File: src/rtl/trc_pkg.sv
package trc_pkg;

  typedef enum logic [1:0] {
    SEEK_ONES,
    SEEK_Z1,
    SEEK_Z2,
    SEEK_STAT
  } trc_state_e;

  // fvh = {f, v, h}; returns {p3, p2, p1, p0}
  function automatic logic [3:0] trc_prot(input logic [2:0] fvh);
    return {fvh[1] ^ fvh[0], fvh[2] ^ fvh[0], fvh[2] ^ fvh[1], ^fvh};
  endfunction

endpackage

File: src/rtl/trc_preamble_fsm.sv
module trc_preamble_fsm #(
  parameter int KEY_W = 8
) (
  input  logic             clk_i,
  input  logic             rst_ni,
  input  logic             valid_i,
  input  logic [KEY_W-1:0] key_i,
  output logic             stat_hit_o
);
  import trc_pkg::*;

  trc_state_e state_q, state_d;
  logic is_ones, is_zero;

  assign is_ones = &key_i;
  assign is_zero = ~|key_i;

  always_comb begin
    state_d = state_q;
    if (valid_i) begin
      unique case (state_q)
        SEEK_ONES: state_d = is_ones ? SEEK_Z1 : SEEK_ONES;
        SEEK_Z1:   state_d = is_zero ? SEEK_Z2 : (is_ones ? SEEK_Z1 : SEEK_ONES);
        SEEK_Z2:   state_d = is_zero ? SEEK_STAT : (is_ones ? SEEK_Z1 : SEEK_ONES);
        SEEK_STAT: state_d = SEEK_ONES;
        default:   state_d = SEEK_ONES;
      endcase
    end
  end

  always_ff @(posedge clk_i or negedge rst_ni) begin
    if (!rst_ni) state_q <= SEEK_ONES;
    else         state_q <= state_d;
  end

  // status word consumed; marker bit must be set
  assign stat_hit_o = valid_i && (state_q == SEEK_STAT) && key_i[KEY_W-1];

  assert_gap_holds_state_R8: assert property (@(posedge clk_i) disable iff (!rst_ni)
    !valid_i |=> $stable(state_q));

  assert_stat_from_z2_R2: assert property (@(posedge clk_i) disable iff (!rst_ni)
    (state_q == SEEK_STAT) |-> $past(state_q) == SEEK_Z2 || $past(state_q) == SEEK_STAT);

endmodule

File: src/rtl/trc_status_ecc.sv
module trc_status_ecc (
  input  logic [6:0] rx_i,   // {f, v, h, p3, p2, p1, p0}
  output logic [2:0] fvh_o,
  output logic [7:0] hit_o,
  output logic       corr_o,
  output logic       uncorr_o
);
  import trc_pkg::*;

  logic [7:0] exact;
  logic [7:0] near;

  for (genvar g = 0; g < 8; g++) begin : g_cw
    localparam logic [2:0] FVH = 3'(g);
    localparam logic [6:0] CW  = {FVH, trc_prot(FVH)};
    logic [6:0] diff;
    assign diff     = rx_i ^ CW;
    assign exact[g] = (diff == 7'd0);
    assign near[g]  = ($countones(diff) == 1);
  end

  assign hit_o    = exact | near;
  assign corr_o   = |near;
  assign uncorr_o = ~|hit_o;

  always_comb begin
    fvh_o = 3'd0;
    for (int i = 0; i < 8; i++) begin
      if (hit_o[i]) fvh_o = fvh_o | 3'(i);
    end
  end

endmodule

File: src/rtl/trc_decoder.sv
module trc_decoder #(
  parameter int DATA_W  = 10,
  parameter int IGN_LSB = 2
) (
  input  logic              clk_i,
  input  logic              rst_ni,
  input  logic              valid_i,
  input  logic [DATA_W-1:0] data_i,
  output logic              sav_o,
  output logic              eav_o,
  output logic              f_o,
  output logic              v_o,
  output logic              h_o,
  output logic              sec_o,
  output logic              derr_o
);
  localparam int KEY_W = DATA_W - IGN_LSB;

  logic [KEY_W-1:0] key;
  logic [6:0]       rx;
  logic             stat_hit;
  logic [2:0]       fvh;
  logic [7:0]       hit;
  logic             corr, uncorr;

  assign key = data_i[DATA_W-1:IGN_LSB];
  assign rx  = key[KEY_W-2 -: 7];

  trc_preamble_fsm #(.KEY_W(KEY_W)) u_fsm (
    .clk_i      (clk_i),
    .rst_ni     (rst_ni),
    .valid_i    (valid_i),
    .key_i      (key),
    .stat_hit_o (stat_hit)
  );

  trc_status_ecc u_ecc (
    .rx_i     (rx),
    .fvh_o    (fvh),
    .hit_o    (hit),
    .corr_o   (corr),
    .uncorr_o (uncorr)
  );

  always_ff @(posedge clk_i or negedge rst_ni) begin
    if (!rst_ni) begin
      sav_o  <= 1'b0;
      eav_o  <= 1'b0;
      sec_o  <= 1'b0;
      derr_o <= 1'b0;
      f_o    <= 1'b0;
      v_o    <= 1'b0;
      h_o    <= 1'b0;
    end else begin
      sav_o  <= 1'b0;
      eav_o  <= 1'b0;
      sec_o  <= 1'b0;
      derr_o <= 1'b0;
      if (stat_hit) begin
        if (uncorr) begin
          derr_o <= 1'b1;
        end else begin
          {f_o, v_o, h_o} <= fvh;
          sav_o <= ~fvh[0];
          eav_o <= fvh[0];
          sec_o <= corr;
        end
      end
    end
  end

  assert_strobe_excl_R2: assert property (@(posedge clk_i) disable iff (!rst_ni)
    !(sav_o && eav_o));

  assert_eav_has_h_R3: assert property (@(posedge clk_i) disable iff (!rst_ni)
    eav_o |-> h_o);

  assert_sav_no_h_R3: assert property (@(posedge clk_i) disable iff (!rst_ni)
    sav_o |-> !h_o);

  assert_single_hit_R5: assert property (@(posedge clk_i) disable iff (!rst_ni)
    $onehot0(hit));

  assert_derr_holds_R6: assert property (@(posedge clk_i) disable iff (!rst_ni)
    derr_o |-> (!sav_o && !eav_o && !sec_o && $stable({f_o, v_o, h_o})));

  assert_needs_valid_R8: assert property (@(posedge clk_i) disable iff (!rst_ni)
    (sav_o || eav_o || derr_o) |-> $past(valid_i));

endmodule

File: config.mk
export PLATFORM = sky130hd
export DESIGN_NAME = trc_decoder
export DESIGN_NICKNAME = d
export VERILOG_FILES = /design/src/rtl/trc_pkg.sv /design/src/rtl/trc_preamble_fsm.sv /design/src/rtl/trc_status_ecc.sv /design/src/rtl/trc_decoder.sv
export SDC_FILE = /design/constraint.sdc
export NUM_CORES = 1
export LEC_CHECK = 0
export BUFFER_PORTS_ARGS = -buffer_cell sky130_fd_sc_hd__clkbuf_2
export CORE_ASPECT_RATIO = 0.6
export CORE_UTILIZATION = 60
export CTS_CLUSTER_DIAMETER = 40
export CTS_CLUSTER_SIZE = 14
export DETAILED_ROUTE_END_ITERATION = 7
export PLACE_DENSITY = 0.9
export SYNTH_ARGS = -nofsm -noshare
export SYNTH_HDL_FRONTEND = slang
export SYNTH_SLANG_ARGS = --single-unit
File: constraint.sdc
create_clock -name clk_i -period 1.5 [get_ports clk_i]
set_input_delay 0.225 -clock clk_i [delete_from_list [all_inputs] [get_ports clk_i]]
set_output_delay 0.225 -clock clk_i [all_outputs]
set_load 0.005 [all_outputs]
==> results of run 1 <==
-- routing by layer --
| layer | GRT overflow | global-route usage (%) |
|---|---|---|
| met5 | 0 | 0 |
| met4 | 9 | 72.7 |
| met3 | 0 | 54.2 |
| met2 | 18 | 90.4 |
| met1 | 0 | 63.8 |
-- kinds of logic after synthesis --
logic type                 after synthesis
xor gates and xnor gates                 3
and+or+nand+nor                         44
DFF                                      9
adders and majority gates               56
AOI/OAI and AO/OA                       36
muxes                                    2
buffers and inverters                   49
-- cells in the mapped netlist (2+ instances only) --
master	count	share of area (%)
inv_1	48	9.7
ha_1	34	23
nand3b_1	2	0.81
a21o_1	4	1.6
a21oi_1	11	3.0
o31ai_1	2	0.81
nor2_1	5	1.0
xor2_1	2	0.94
fa_1	22	24
or2_2	2	0.67
nand2_1	14	2.8
nand4_1	2	0.67
nor2b_1	2	0.67
mux2_4	2	1.6
nor4_2	2	1.3
a2111o_1	4	2.4
dfrtp_1	9	12
nand3_1	9	2.4
a2111oi_2	2	1.6
a21oi_2	5	2.3
-- what timing repair did --
| item | 4_1_cts |
|---|---|
| hold endpoints to repair | 9 |
| pin swaps | 2 |
| gates resized for setup | 16 |
| buffers inserted | 5 |
| hold buffers | 1 |
| endpoints found under the setup margin | 7 |
| cloned | 0 |
-- per-stage QoR --
step / instance area, um^2 / hold WS (ns) / util, % / setup WS [ns]
floorplan: 1930 / -0.0706 / - / -1.44
global placement: 2390 / 0.0908 / 82.1 / -1.67
detailed placement: 2390 / 0.108 / 82.1 / -1.89
CTS: 2570 / 0.271 / 88.3 / -1.42
==> qor.yml, run 1 <==
die:
  chipHeight_um: 45.2
  core.rowCount: 15
  die_w_um: 74.0
  io_pins: 20
  start_util_pct: 64.1
synth:
  yosys.area_share.simple_pct: 13.2
  syn_nets: 268
  synth_xor_area_share_pct: 1.41
  syn-cell-area_um2: 1860
  synth_compound_area_share_pct: 15.2
  synth_top_family_by_area: "adder cells"
  synth_seq_area_share_pct: 12.1
  ys_types: 36
  yosysWarnings: 0
  synth_seq_cells: 9
  synth_mux_area_share_pct: 1.61
  synthCells: 199
  synth-async-reset-ratio_pct: 100
  synth_adder_area_share_pct: 46.4
  ys.flop_type: "dfrtp_1"
  syn_area_per_cell_um2: 9.37
  synth_edf_count: 0
clocking:
  h-tree-depth: 1
  cts_buffers: 3
  clockBufferDepth: 2
  clock_sinks: 9
  clock-root-buffer: "clkbuf_8"
outcome:
  status: "did not finish"
  stop_stage: "global routing (5_1_grt)"
  first-error: "[ERROR GRT-0232] Routing congestion too high. Check the congestion heatmap in the GUI."
global_routing:
  grt_max_degree: 14
  overflow: 27
  grt_usage_pct: 68.0
placement:
  gp_congestion: 0.883
  port_buffers: 17
  dp_hpwl_um: 4340
  dp_cells: 301
timing:
  crit_endpoint: "h_o$_DFFE_PN0P_/D"
  worstEpCategory: "register input"
==> inputs of run 2 (changes only) <==
Settings changed: CORE_ASPECT_RATIO 0.6 to not set, CORE_UTILIZATION 60 to 40, CTS_CLUSTER_DIAMETER 40 to not set, CTS_CLUSTER_SIZE 14 to not set, PLACE_DENSITY 0.9 to not set, PLACE_DENSITY_LB_ADDON set to 0.15.
==> qor.yml, run 2 <==
outcome:
  status: "finished with violations"
  violations: "negative setup slack"
power_and_ir_drop:
  ir_worst_vdd_v: 0.000408
  p_per_area_nw_per_um2: 835
  total_power_mw: 2.44
  leakage_nw: 1.38
placement:
  port_buffers: 17
  place_ws_ns: -1.77
  dp_cells: 322
  gp_congestion: 0.844
  dp_hpwl_um: 4010
worst_setup_path:
  crit_slowest_cell: "a2111o_1"
  required_ns: 1.64
  ff2ff_path_depth: 4
  critPathLaunch: "data_i[6]"
  worstPathArrival_ns: 3.04
  path_class: "in2reg"
  end_kind: "register"
  cp_common_cell: "ha_4"
  cp_max_fo: 4
  critPathLaunchType: "input port"
  max_stage_delay_ns: 0.43
  path_cells: "clkbuf_16 -> inv_12 -> ha_4 -> inv_4 -> ha_4 -> inv_2 -> ha_4 -> ha_4 -> inv_2 -> fa_2 -> a2111o_1 -> a21oi_4 -> nor4_4 -> nand4_4 -> nand2b_4 -> buf_4 -> a31oi_1"
  rr_startpoint: "u_fsm.state_q[0]"
die:
  die-area_um2: 4940
  io_pins: 20
  core.rowCount: 24
  core-area_um2: 4410
  die_w_um: 70.3
  start_util_pct: 42.2
  chipHeight_um: 70.3
synth:
  yosysTopAreaCell: "fa_1"
  synthCells: 199
  synth_seq_area_share_pct: 12.1
  ys_types: 36
  synth-async-reset-ratio_pct: 100
  syn-cell-area_um2: 1860
  ys.flop_type: "dfrtp_1"
  synth_seq_cells: 9
  synth.most_common_cell: "inv_1"
  synth_top_area_share_pct: 23.6
  syn_area_per_cell_um2: 9.37
  synth_top_cells_by_count: "inv_1, ha_1, fa_1"
  syn_nets: 268
  synth_edf_count: 0
  synth_area_leaders: "fa_1, ha_1, dfrtp_1, inv_1, a21oi_1"
  yosysWarnings: 0
layout:
  final_common_cell: "buf_4"
  drive_gt1_share_pct: 51.8
  largest_reg_flops: 2
  layout_common_cells: "buf_4, inv_1, ha_1, fa_1, clkbuf_2"
  areaGrowthSynthToFinish_pct: 56.9
  n_fill_cell: 372
  antennaDiodeCount: 0
  nets: 354
  final_cells: 336
  regMostFlops: "u_fsm.state_q"
timing:
  finalHoldViolations: 0
  rsz0062_at_grt: "yes"
  fin_crit_ns: 2.90
  slew_violations: 0
  post-route-period-util_pct: 193
  tightest_slew_ns: 0.315
  timing.fmax_ghz: 0.345
  setup_ws_ns: -1.40
  clock_skew_ns: 0.000662
  maxSlewHeadroom_pct: 78.8
  setup_viol: 7
global_routing:
  grt_pass1_vias: 1878
  antenna_found_initial: 0
  grt_usage_pct: 22.3
  overflow: 0
  grt_max_degree: 14
  grt_pass1_wl_um: 8600
worst_hold_path:
  hold_depth: 3
  min_path_type: "in2reg"
  worstHoldStart: "valid_i"
detailed_routing:
  ant_nets: 0
  drc: 0
  via_count: 1694
  routed_via_density: 5.04
  wire_per_inst_um: 15.4
  wl_um: 5170
  drt-initial-drc-count: 75
  first_pass_iters: 4
clocking:
  cts_buffers: 3
  clock_sinks: 9
  cts_tree: "done"
  clk_latency_ns: 0.23
  clk_pin_slew_ns: 0.05
  h-tree-depth: 1
  clockBufferDepth: 2
  clock-root-buffer: "clkbuf_8"
run:
  drv_cap: 0
run 2: cell counts after synthesis:
No cell type changed its count.
run 2: repair_timing:
action | CTS | global route
resized for setup | 33 | 32
endpoints found under the setup margin | 7 | 9
pin swaps | 14 | 11
setup buffers | 6 | 3
endpoints found under the hold margin | 9 | 0
hold buffers | 1 | 0
run 2: per-stage QoR:
step | instance area [um^2] | TNS [ns] | hold slack, ns | utilization, %
3_5_place_dp | 2480 | -12.05 | 0.0892 | 56.2
5_1_grt | 2930 | -10.0 | 0.311 | 66.3
6_report | 2930 | -9.38 | 0.283 | 66.3
3_3_place_gp | 2480 | -11.61 | 0.0874 | 56.2
2_1_floorplan | 1930 | -8.76 | -0.0706 | -
4_1_cts | 2760 | -9.23 | 0.272 | 62.6
run 2: cell families after synthesis:
family / after synthesis / share of synthesized area [%]
AO/OA/AOI/OAI: 36 / 15.2
XOR/XNOR: 3 / 1.41
adder cells (fa/ha/maj): 56 / 46.4
buffers and inverters: 49 / 10.1
flip-flops: 9 / 12.1
multiplexers: 2 / 1.61
AND/OR/NAND/NOR: 44 / 13.2
run 2: per-layer routing:
layer / share of wire, % / GRT usage [%] / routed length, um
met5: 0 / 0 / 0
met4: 1.3 / 2.89 / 68
met3: 2.8 / 2.89 / 143
met2: 53 / 41.7 / 2760
met1: 43 / 27.8 / 2200
run 2: layout make-up:
| type | count | area (um^2) | share of cell area [%] |
|---|---|---|---|
| Sequential cell | 9 | 225 | 7.70 |
| Clock buffer | 4 | 45.0 | 1.54 |
| Timing Repair Buffer | 82 | 638 | 21.8 |
| Tap cell | 52 | 65.1 | 2.22 |
| Inverter | 48 | 210 | 7.19 |
| Multi-Input combinational cell | 141 | 1740 | 59.5 |
run 2: critical path: cells and delay by family:
family	cells	cell delay (ns)
AOI/OAI and AO/OA	3	0.82
adders and majority gates	5	1.28
buffers and inverters	6	0.44
and+or+nand+nor	3	0.29
run 2: power by group:
part           internal, mW  leakage [nW]  switching (mW)
clock network         0.185        0.0228          0.0990
logic                 0.974          1.23           0.941
registers             0.244         0.126        0.000176
run 2: path summary, 6_finish.rpt:
path                                     to  slack, ns
max reg2reg                           sec_o       0.17
max                                   sec_o      -1.40
min in group asynchronous             sav_o       0.40
max in group asynchronous  u_fsm.state_q[0]       0.92
min reg2reg                             v_o       0.48
min                        u_fsm.state_q[1]       0.28
Power figures use the tool's default switching activity.
